--- config.mk ---
export PLATFORM = sky130hd
export DESIGN_NAME = colwrite_retire
export DESIGN_NICKNAME = d
export VERILOG_FILES = /design/src/rtl/colret_pkg.sv /design/src/rtl/colret_ctrl.sv /design/src/rtl/colret_datapath.sv /design/src/rtl/colwrite_retire.sv
export SDC_FILE = /design/constraint.sdc
export NUM_CORES = 1
export LEC_CHECK = 0
export ABC_CLOCK_PERIOD_IN_PS = 2900
export BUFFER_PORTS_ARGS = -buffer_cell sky130_fd_sc_hd__buf_2
export CAP_MARGIN = 10
export CORE_MARGIN = 5
export CORE_UTILIZATION = 55
export DETAILED_ROUTE_END_ITERATION = 10
export PLACE_DENSITY = 0.73
export SYNTH_ARGS = -nofsm -noshare
export SYNTH_HDL_FRONTEND = slang
export SYNTH_HIERARCHICAL = 1
export SYNTH_SLANG_ARGS = --single-unit
--- constraint.sdc ---
create_clock -name clk -period 2.9 [get_ports clk]
set_input_delay 0.145 -clock clk [delete_from_list [all_inputs] [get_ports clk]]
set_output_delay 0.145 -clock clk [all_outputs]
set_load 0.05 [all_outputs]
--- src/rtl/colret_pkg.sv ---
package colret_pkg;
  typedef enum logic [1:0] {
    CMD_NOP = 2'b00,
    CMD_RD  = 2'b01,
    CMD_WR  = 2'b10,
    CMD_RSV = 2'b11
  } colCmd_e;

  typedef struct packed {
    logic loadBuf;   // pending write data captured this slot
    logic retire;    // buffer committed to storage this slot
    logic readEn;    // read to this device this slot
  } dpStrobe_t;
endpackage

--- src/rtl/colret_ctrl.sv ---
module colret_ctrl
  import colret_pkg::*;
#(
  parameter int DEV_W  = 5,
  parameter int DEV_ID = 3,
  parameter int BANK_W = 2,
  parameter int COL_W  = 3,
  parameter int T_CWD  = 2,
  parameter int T_RTR  = 4,
  parameter int T_CAC  = 3
) (
  input  logic              clk,
  input  logic              rstN,
  input  logic              colFrame,
  input  logic [1:0]        colCmd,
  input  logic [DEV_W-1:0]  colDev,
  input  logic [BANK_W-1:0] colBank,
  input  logic [COL_W-1:0]  colCol,
  output dpStrobe_t         strobe,
  output logic [BANK_W-1:0] retBank,
  output logic [COL_W-1:0]  retCol,
  output logic              rdValid
);
  localparam int CNT_W    = $clog2(T_RTR + 1);
  localparam int DUE_INIT = T_RTR - T_CWD - 1;

  logic myDev, isMyRead, isMyWr, headV, retireNow;
  logic [T_CWD-1:0]  pipeV;
  logic [BANK_W-1:0] pipeB [T_CWD];
  logic [COL_W-1:0]  pipeC [T_CWD];
  logic              pendV;
  logic [BANK_W-1:0] pendB;
  logic [COL_W-1:0]  pendC;
  logic [CNT_W-1:0]  dueCnt;
  logic [T_CAC-1:0]  rdPipeV;

  assign myDev    = (colDev == DEV_W'(DEV_ID));
  assign isMyRead = colFrame && myDev && (colCmd_e'(colCmd) == CMD_RD);
  assign isMyWr   = colFrame && myDev && (colCmd_e'(colCmd) == CMD_WR);
  assign headV    = pipeV[T_CWD-1];

  // Forced retire when new data lands on a full buffer; otherwise first free framed slot once due.
  assign retireNow = pendV && (headV || ((dueCnt == '0) && colFrame && !isMyRead));

  // Address delay line from write command to data arrival.
  generate
    for (genvar s = 0; s < T_CWD; s++) begin : g_wrPipe
      always_ff @(posedge clk) begin
        if (!rstN) begin
          pipeV[s] <= 1'b0;
          pipeB[s] <= '0;
          pipeC[s] <= '0;
        end else if (s == 0) begin
          pipeV[s] <= isMyWr;
          pipeB[s] <= colBank;
          pipeC[s] <= colCol;
        end else begin
          pipeV[s] <= pipeV[(s == 0) ? 0 : s-1];
          pipeB[s] <= pipeB[(s == 0) ? 0 : s-1];
          pipeC[s] <= pipeC[(s == 0) ? 0 : s-1];
        end
      end
    end
  endgenerate

  always_ff @(posedge clk) begin
    if (!rstN) begin
      pendV  <= 1'b0;
      pendB  <= '0;
      pendC  <= '0;
      dueCnt <= '0;
    end else if (headV) begin
      pendV  <= 1'b1;
      pendB  <= pipeB[T_CWD-1];
      pendC  <= pipeC[T_CWD-1];
      dueCnt <= CNT_W'(DUE_INIT);
    end else begin
      if (retireNow) pendV <= 1'b0;
      if (dueCnt != '0) dueCnt <= dueCnt - 1'b1;
    end
  end

  // Read valid delay line.
  generate
    for (genvar s = 0; s < T_CAC; s++) begin : g_rdPipe
      always_ff @(posedge clk) begin
        if (!rstN)       rdPipeV[s] <= 1'b0;
        else if (s == 0) rdPipeV[s] <= isMyRead;
        else             rdPipeV[s] <= rdPipeV[(s == 0) ? 0 : s-1];
      end
    end
  endgenerate

  assign strobe.loadBuf = headV;
  assign strobe.retire  = retireNow;
  assign strobe.readEn  = isMyRead;
  assign retBank = pendB;
  assign retCol  = pendC;
  assign rdValid = rdPipeV[T_CAC-1];

  initial begin
    assert (T_RTR > T_CWD && T_CWD >= 1 && T_CAC >= 1)
      else $error("colret_ctrl: need T_RTR > T_CWD >= 1 and T_CAC >= 1");
  end

  assert_unframed_skip_R3: assert property (@(posedge clk) disable iff (!rstN)
    pendV && !headV && !colFrame |=> pendV);
  assert_hold_on_own_read_R4: assert property (@(posedge clk) disable iff (!rstN)
    pendV && !headV && isMyRead |=> pendV);
  assert_retire_free_slot_R5: assert property (@(posedge clk) disable iff (!rstN)
    pendV && !headV && (dueCnt == '0) && colFrame && !isMyRead |=> !pendV);
  assert_no_loss_R8: assert property (@(posedge clk) disable iff (!rstN)
    headV |=> pendV);
endmodule

--- src/rtl/colret_datapath.sv ---
module colret_datapath
  import colret_pkg::*;
#(
  parameter int BANK_W = 2,
  parameter int COL_W  = 3,
  parameter int BYTES  = 4,
  parameter int T_CAC  = 3
) (
  input  logic               clk,
  input  logic               rstN,
  input  dpStrobe_t          strobe,
  input  logic [BANK_W-1:0]  retBank,
  input  logic [COL_W-1:0]   retCol,
  input  logic [BANK_W-1:0]  rdBank,
  input  logic [COL_W-1:0]   rdCol,
  input  logic [8*BYTES-1:0] wrData,
  input  logic [BYTES-1:0]   wrMask,
  output logic [8*BYTES-1:0] rdData
);
  localparam int WORD_W = 8 * BYTES;
  localparam int ADDR_W = BANK_W + COL_W;
  localparam int DEPTH  = 1 << ADDR_W;

  logic [WORD_W-1:0] mem [DEPTH];
  logic [WORD_W-1:0] bufData, mergeWord;
  logic [WORD_W-1:0] rdPipe [T_CAC];
  logic [ADDR_W-1:0] retIdx, rdIdx;

  assign retIdx = {retBank, retCol};
  assign rdIdx  = {rdBank, rdCol};

  generate
    for (genvar b = 0; b < BYTES; b++) begin : g_merge
      assign mergeWord[8*b +: 8] = wrMask[b] ? mem[retIdx][8*b +: 8] : bufData[8*b +: 8];
    end
  endgenerate

  always_ff @(posedge clk) begin
    if (!rstN) begin
      bufData <= '0;
      for (int i = 0; i < DEPTH; i++) mem[i] <= '0;
    end else begin
      if (strobe.retire)  mem[retIdx] <= mergeWord;
      if (strobe.loadBuf) bufData <= wrData;
    end
  end

  generate
    for (genvar s = 0; s < T_CAC; s++) begin : g_rdData
      always_ff @(posedge clk) begin
        if (!rstN)       rdPipe[s] <= '0;
        else if (s == 0) rdPipe[s] <= mem[rdIdx];
        else             rdPipe[s] <= rdPipe[(s == 0) ? 0 : s-1];
      end
    end
  endgenerate

  assign rdData = rdPipe[T_CAC-1];

  assert_mask_keeps_all_R6: assert property (@(posedge clk) disable iff (!rstN)
    strobe.retire && (&wrMask) |=> mem[$past(retIdx)] == $past(mem[retIdx]));
  assert_mask_open_writes_R6: assert property (@(posedge clk) disable iff (!rstN)
    strobe.retire && (wrMask == '0) |=> mem[$past(retIdx)] == $past(bufData));
  assert_read_before_commit_R7: assert property (@(posedge clk) disable iff (!rstN)
    strobe.readEn |=> rdPipe[0] == $past(mem[rdIdx]));
endmodule

--- src/rtl/colwrite_retire.sv ---
module colwrite_retire
  import colret_pkg::*;
#(
  parameter int DEV_W  = 5,
  parameter int DEV_ID = 3,
  parameter int BANKS  = 4,
  parameter int COLS   = 8,
  parameter int BYTES  = 4,
  parameter int T_CWD  = 2,
  parameter int T_RTR  = 4,
  parameter int T_CAC  = 3,
  localparam int BANK_W = (BANKS > 1) ? $clog2(BANKS) : 1,
  localparam int COL_W  = (COLS > 1) ? $clog2(COLS) : 1
) (
  input  logic               clk,
  input  logic               rstN,
  input  logic               colFrame,
  input  logic [1:0]         colCmd,
  input  logic [DEV_W-1:0]   colDev,
  input  logic [BANK_W-1:0]  colBank,
  input  logic [COL_W-1:0]   colCol,
  input  logic [8*BYTES-1:0] wrData,
  input  logic [BYTES-1:0]   wrMask,
  output logic               rdValid,
  output logic [8*BYTES-1:0] rdData
);
  dpStrobe_t         strobe;
  logic [BANK_W-1:0] retBank;
  logic [COL_W-1:0]  retCol;

  colret_ctrl #(
    .DEV_W(DEV_W), .DEV_ID(DEV_ID), .BANK_W(BANK_W), .COL_W(COL_W),
    .T_CWD(T_CWD), .T_RTR(T_RTR), .T_CAC(T_CAC)
  ) u_ctrl (
    .clk(clk), .rstN(rstN), .colFrame(colFrame), .colCmd(colCmd),
    .colDev(colDev), .colBank(colBank), .colCol(colCol),
    .strobe(strobe), .retBank(retBank), .retCol(retCol), .rdValid(rdValid)
  );

  colret_datapath #(
    .BANK_W(BANK_W), .COL_W(COL_W), .BYTES(BYTES), .T_CAC(T_CAC)
  ) u_dp (
    .clk(clk), .rstN(rstN), .strobe(strobe), .retBank(retBank), .retCol(retCol),
    .rdBank(colBank), .rdCol(colCol), .wrData(wrData), .wrMask(wrMask),
    .rdData(rdData)
  );
endmodule

==> results_dict.tcl, run 1 <==
set metrics [dict create \
    p_seq_frac 0.509 \
    grt_use_total 0.256 \
    gr-total-overflow 0 \
    peakVddDrop_v 0.000537 \
    grt_start_max_net_pins 188 \
    dr_wl_met3_um 11600 \
    fmax_ghz 0.366 \
    cp.arrival_ns 3.30 \
    netSwitchingFraction 0.210 \
    p_clk_frac 0.434 \
    coreArea_sq_um 93200 \
    hold_class "in -> reg" \
    cts.sinks 1176 \
    hpwlAfterDp_um 83600 \
    outcome "complete, no violations" \
    initialDrtViolationCount 3349 \
    finClkSkew_ns 0.0352 \
    finalSetupViolations 0 \
    vias 29900 \
    grt_antenna_before_repair 5 \
    crit_chain "inv_1 -> ha_1 -> and2b_2 -> nand3_1 -> o21ai_0 -> nand2_1 -> or2_2 -> buf_12 -> nor2_1 -> and2_1" \
    dr.max_layer_used "met5" \
    rsz0062_at_grt "no" \
    first_pass_iters 6 \
    power.leakage_uw 0.0218 \
    ant_nets 0 \
    die_area_sq_um 100000 \
    grt_first_pass_wirelength_um 191000 \
    hold_depth 3 \
    cts_buffers 118 \
    finalCriticalPeriod_ns 2.74 \
    hold_viol_final 0 \
    synth_area_sq_um 51600 \
    ios 84 \
    crit_fanout 48 \
    layout_worst_path_cycle_share 0.943 \
    critPathKind "reg -> reg" \
    portBuffers 83 \
    die_h_um 316 \
    worst_setup_path_start_kind "flip-flop" \
    clk_pin_slew_ns 0.06 \
    cp-end-kind "flip-flop" \
    slew_violations 0 \
    pwr_density_cell_nw_per_um2 631 \
    fin_area_sq_um 59500 \
    clk_latency_ns 0.70 \
    worst_path_max_delay_cell "nor2_1" \
    clock_path_buffers 3 \
    fin_nets 3773 \
    routed_wl_um 128000 \
    grt_pass1_vias 30100 \
    avgSynthCellArea_sq_um 14.9 \
    gp_congestion 0.826 \
    syn-instance-count 3468 \
    pwr-share-comb 0.057 \
    postPlaceCellArea_sq_um 54800 \
    via_per_inst 5.88 \
    maxCapViolations 0 \
    floorplan.rows 112 \
    drive_above_1_share 0.224 \
    synth_nets 3521 \
    max_stage_delay_ns 0.52 \
    r2r_cells 10 \
    drt-met1-wl_um 50600 \
    die_w_um 316 \
    tightest_slew_ns 1.02 \
    syn_to_final_growth_pct 15.2 \
    cts_tree "done" \
    relSlewSlack 0.322 \
    cts.root.buffer_cell "clkbuf_16" \
    wl_met2_um 61200 \
    wl_per_cell_um 25.2 \
    power.switching_uw 7890 \
    intPower_uw 29600 \
    drc 0 \
    htree_levels 3 \
    initial_utilization 0.554 \
    ys.warnings.count 6 \
    setup_tns_ns 0 \
    whs_ns 0.123 \
    cp.required_ns 3.47 \
]
-- stage by stage --
stage	util	total power (uW)	worst slack [ns]	cells
2_1_floorplan	-	20700	0.181	3468
3_3_place_gp	0.588	21500	0.162	4809
3_5_place_dp	0.588	21600	0.0945	4809
4_1_cts	0.638	37800	0.0605	5080
5_1_grt	0.638	38700	0.0190	5080
6_report	0.638	37500	0.165	5081
-- cell type report --
class | instances | area [sq um]
antenna | 1 | 2.50
clock buffer | 154 | 3430
clock inverter | 72 | 798
fill | 6648 | 33700
inverter | 4 | 15.0
multi-input combinational | 2029 | 16700
sequential | 1176 | 33800
tap | 1254 | 1570
timing repair buffer | 391 | 3150
-- final timing paths --
check / start / end / slack [ns]
min reg2reg: u_dp/rdPipe[1][19]$_SDFF_PN0_ / u_dp/rdPipe[2][19]$_SDFF_PN0_ / 0.43
min: colCol[2] / u_ctrl/pipeC[0][2]$_SDFF_PN0_ / 0.12
max reg2reg: u_ctrl/dueCnt[0]$_SDFFE_PN0P_ / u_dp/mem[26][28]$_SDFFCE_PN0P_ / 0.16
max: u_ctrl/dueCnt[0]$_SDFFE_PN0P_ / u_dp/mem[26][28]$_SDFFCE_PN0P_ / 0.16
-- state kept, by name (all words and copies together) (netlist names), 2 cells and up --
register	flops
u_ctrl/rdPipeV	2
u_dp/rdPipe	96
u_ctrl/pipeB	4
u_ctrl/retBank	2
u_dp/bufData	32
u_ctrl/pipeC	6
u_ctrl/retCol	3
u_ctrl/dueCnt	3
u_dp/mem	1024
-- layer usage --
metal | vias up | global-route usage
li1 | 13200 | -
met1 | 15100 | 0.356
met2 | 1335 | 0.415
met3 | 220 | 0.0476
met4 | 2 | 0.0863
met5 | - | 0
-- cells in the final DEF, fill, tap and decap left out, drive strengths merged, types with 3 or more instances in the layout --
cell and count:
and2 1103, edfxtp 1024, buf 345, mux4 224, clkbuf 155, o21ai 153, dfxtp 152, nor2 139
mux2i 102, mux2 64, nand2 50, dlygate4sd3 45, clkinv 42, nor2b 37, a22oi 32, o221ai 32
a31oi 32, a221oi 24, bufinv 16, inv 13, o2111ai 8, clkinvlp 5, or2 5, nor3b 3
and3b 3
-- power by group through the flow --
stage / Clock, uW / Sequential (uW) / Combinational (uW)
4_1_cts: 16500 / 19100 / 2140
3_3_place_gp: 0 / 19500 / 2050
2_1_floorplan: 0 / 19400 / 1310
5_1_grt: 17300 / 19200 / 2270
6_report: 16300 / 19100 / 2130
3_5_place_dp: 0 / 19500 / 2080
-- timing repair --
item                       in CTS  in global routing
hold buffers                   45                  0
gates resized for setup         0                  6
setup endpoints to repair       0                125
setup buffers                   0                  0
hold endpoints to repair       63                  0
-- critical path, delay by kind of cell (launching register included) --
kind / cells / cell delay (ns)
simple gates: 6 / 1.63
fa+ha+maj: 1 / 0.17
compound gates: 1 / 0.16
buf+inv: 2 / 0.29
flops: 1 / 0.32
No activity file was read; power rests on OpenSTA's default activity.
==> run 2, diff against run 1 <==
CORE_UTILIZATION = 57   (was 55)
PLACE_DENSITY = 0.75   (was 0.73)
==> run 2 against run 1 <==
- power rose by 0.66%
- die area decreased by 3.4%
- wire length grew 1.5%
- final cell count decreased by 2.2%
- sequential share of layout area grew 0.35 points
- global-route usage is 0.86 points higher
- sequential power is essentially flat
- critical endpoint is now u_dp/mem[6][5]$_SDFFCE_PN0P_
- largest cell class unchanged
==> results_dict.tcl, run 2 (synthesis gave the netlist of run 1 again) <==
set metrics [dict create \
    outcome "complete, no violations" \
    floorplan.rows 110 \
    gp_congestion 0.865 \
    grt_first_pass_wirelength_um 192000 \
    path_delay_family "simple AND/OR/NAND/NOR gates" \
    cts.root.buffer_cell "clkbuf_16" \
    postPlaceCellArea_sq_um 54400 \
    crit_chain "inv_1 -> ha_1 -> and2b_2 -> nand3_1 -> o21ai_0 -> nand2_1 -> or2_2 -> buf_12 -> o21ai_0 -> buf_4" \
    largest_register_ffs 1024 \
    largest_register "u_dp/mem" \
    peakVddDrop_v 0.000538 \
    fmax_ghz 0.364 \
    wl_per_cell_um 26.1 \
    gr-total-overflow 0 \
    hpwlAfterDp_um 81700 \
    vias 30000 \
    cp.required_ns 3.29 \
    cts.sinks 1176 \
    htree_levels 3 \
    cp.arrival_ns 3.14 \
    max_stage_delay_ns 0.44 \
    die_w_um 311 \
    via_per_inst 6.03 \
    grt_pass1_vias 29700 \
    slew_violations 0 \
    drc 0 \
    grt_start_max_net_pins 164 \
    ant_nets 0 \
    wl_met2_um 60400 \
    tightest_slew_ns 1.17 \
    worst_path_max_delay_cell "or2_2" \
    grt_antenna_before_repair 5 \
    portBuffers 83 \
    die_h_um 311 \
    hold_class "in -> reg" \
    worst-path-buf-inv 3 \
    initial_utilization 0.574 \
    finalCriticalPeriod_ns 2.74 \
    hold_viol_final 0 \
    routed_wl_um 130000 \
    mostFrequentLayoutCells "and2_1, edfxtp_1, mux4_2, buf_4, o21ai_0" \
    clock_path_buffers 3 \
    pwr_density_cell_nw_per_um2 639 \
    clk_pin_slew_ns 0.06 \
    relSlewSlack 0.220 \
    final_core_util 0.657 \
    cts_tree "done" \
    initialDrtViolationCount 3647 \
    dr_wl_met3_um 13700 \
    syn_to_final_growth_pct 14.5 \
    worst_setup_path_start_kind "flip-flop" \
    power.leakage_uw 0.0216 \
    fin_nets 3741 \
    clk_latency_ns 0.69 \
    drt-met1-wl_um 51200 \
    fin_area_sq_um 59100 \
    postCtsSetupRepairBufs 0 \
    drive_above_1_share 0.222 \
    fill_cells 6211 \
    cts_buffers 118 \
    path_common_cell "o21ai_0" \
    first_pass_iters 6 \
    die_area_sq_um 96700 \
    finClkSkew_ns 0.0248 \
    critPathKind "reg -> reg" \
    layout_worst_path_cycle_share 0.946 \
    dr.max_layer_used "met5" \
    ios 84 \
    top_regs "u_dp/mem (1024), u_dp/rdPipe (96), u_dp/bufData (32)" \
    finalSetupViolations 0 \
    grt_use_total 0.265 \
    maxCapViolations 0 \
    final_common_cell "and2_1" \
    crit_fanout 52 \
    coreArea_sq_um 90000 \
    cp-end-kind "flip-flop" \
]
==> run 2: cell count changes in the layout (fill, tap and decap cells not counted), sizes merged <==
| cell | before | now |
|---|---|---|
| bufinv | 16 | 24 |
| clkbuf | 155 | 145 |
| dlygate4sd3 | 45 | 47 |
| inv | 13 | 8 |
| buf | 345 | 311 |
| clkinvlp | 5 | 9 |
| clkinv | 42 | 44 |
==> run 2: what timing repair did <==
action / 4_1_cts / 5_1_grt
endpoints found under the hold margin: 40 / 0
setup endpoints to repair: 0 / 81
hold buffers: 47 / 0
resized for setup: 0 / 5
==> run 2: worst reg2reg max path: cells and delay by family (launching register included) <==
kind / cells / cell delay [ns]
AND/OR/NAND/NOR: 4 / 0.91
AO/OA/AOI/OAI: 2 / 0.50
adder cells (fa/ha/maj): 1 / 0.17
buffers and inverters: 3 / 0.57
flip-flops: 1 / 0.30
==> run 2: final timing paths <==
check	to	cells past startpoint	from	slack, ns
worst max-delay path	u_dp/mem[6][5]$_SDFFCE_PN0P_	10	u_ctrl/dueCnt[1]$_SDFFE_PP0P_	0.16
worst min-delay path	u_dp/rdPipe[0][30]$_SDFF_PN0_	3	colBank[1]	0.13
worst max register to register	u_dp/mem[6][5]$_SDFFCE_PN0P_	10	u_ctrl/dueCnt[1]$_SDFFE_PP0P_	0.16
worst min register to register	u_dp/rdPipe[2][18]$_SDFF_PN0_	1	u_dp/rdPipe[1][18]$_SDFF_PN0_	0.42
==> run 2: final cells by class <==
| class | count | area (sq um) | area share |
|---|---|---|---|
| inverters | 4 | 15.0 | 0.000254 |
| clock inverters | 81 | 1060 | 0.0180 |
| multi-input cells | 2029 | 16700 | 0.282 |
| repair buffers | 359 | 2850 | 0.0482 |
| well taps | 1176 | 1470 | 0.0249 |
| diodes | 1 | 2.50 | 0.0000423 |
| clock buffers | 144 | 3210 | 0.0544 |
| flip-flops and latches | 1176 | 33800 | 0.572 |
==> run 2: through the flow <==
| stage | setup WS, ns | hold WS, ns | std cells | power, uW | TNS [ns] |
|---|---|---|---|---|---|
| after floorplan | 0.181 | 0.267 | 3468 | 20700 | 0 |
| after global placement | 0.209 | 0.400 | 4697 | 21500 | 0 |
| after detailed placement | 0.0967 | 0.409 | 4697 | 21500 | 0 |
| after CTS | 0.0790 | 0.0830 | 4969 | 38000 | 0 |
| after global routing | -0.0112 | 0.141 | 4969 | 38900 | -0.139 |
| final | 0.156 | 0.130 | 4970 | 37800 | 0 |
==> run 2: where the power goes <==
group | switching [uW] | internal (uW)
logic | 1160 | 948
registers | 228 | 18900
clock network | 6510 | 10000
total | 7890 | 29900
==> run 2: routing by layer <==
layer,vias to the layer above,track usage
li1,13100,-
met1,14900,0.377
met2,1669,0.417
met3,239,0.0535
met4,4,0.0887
met5,-,0
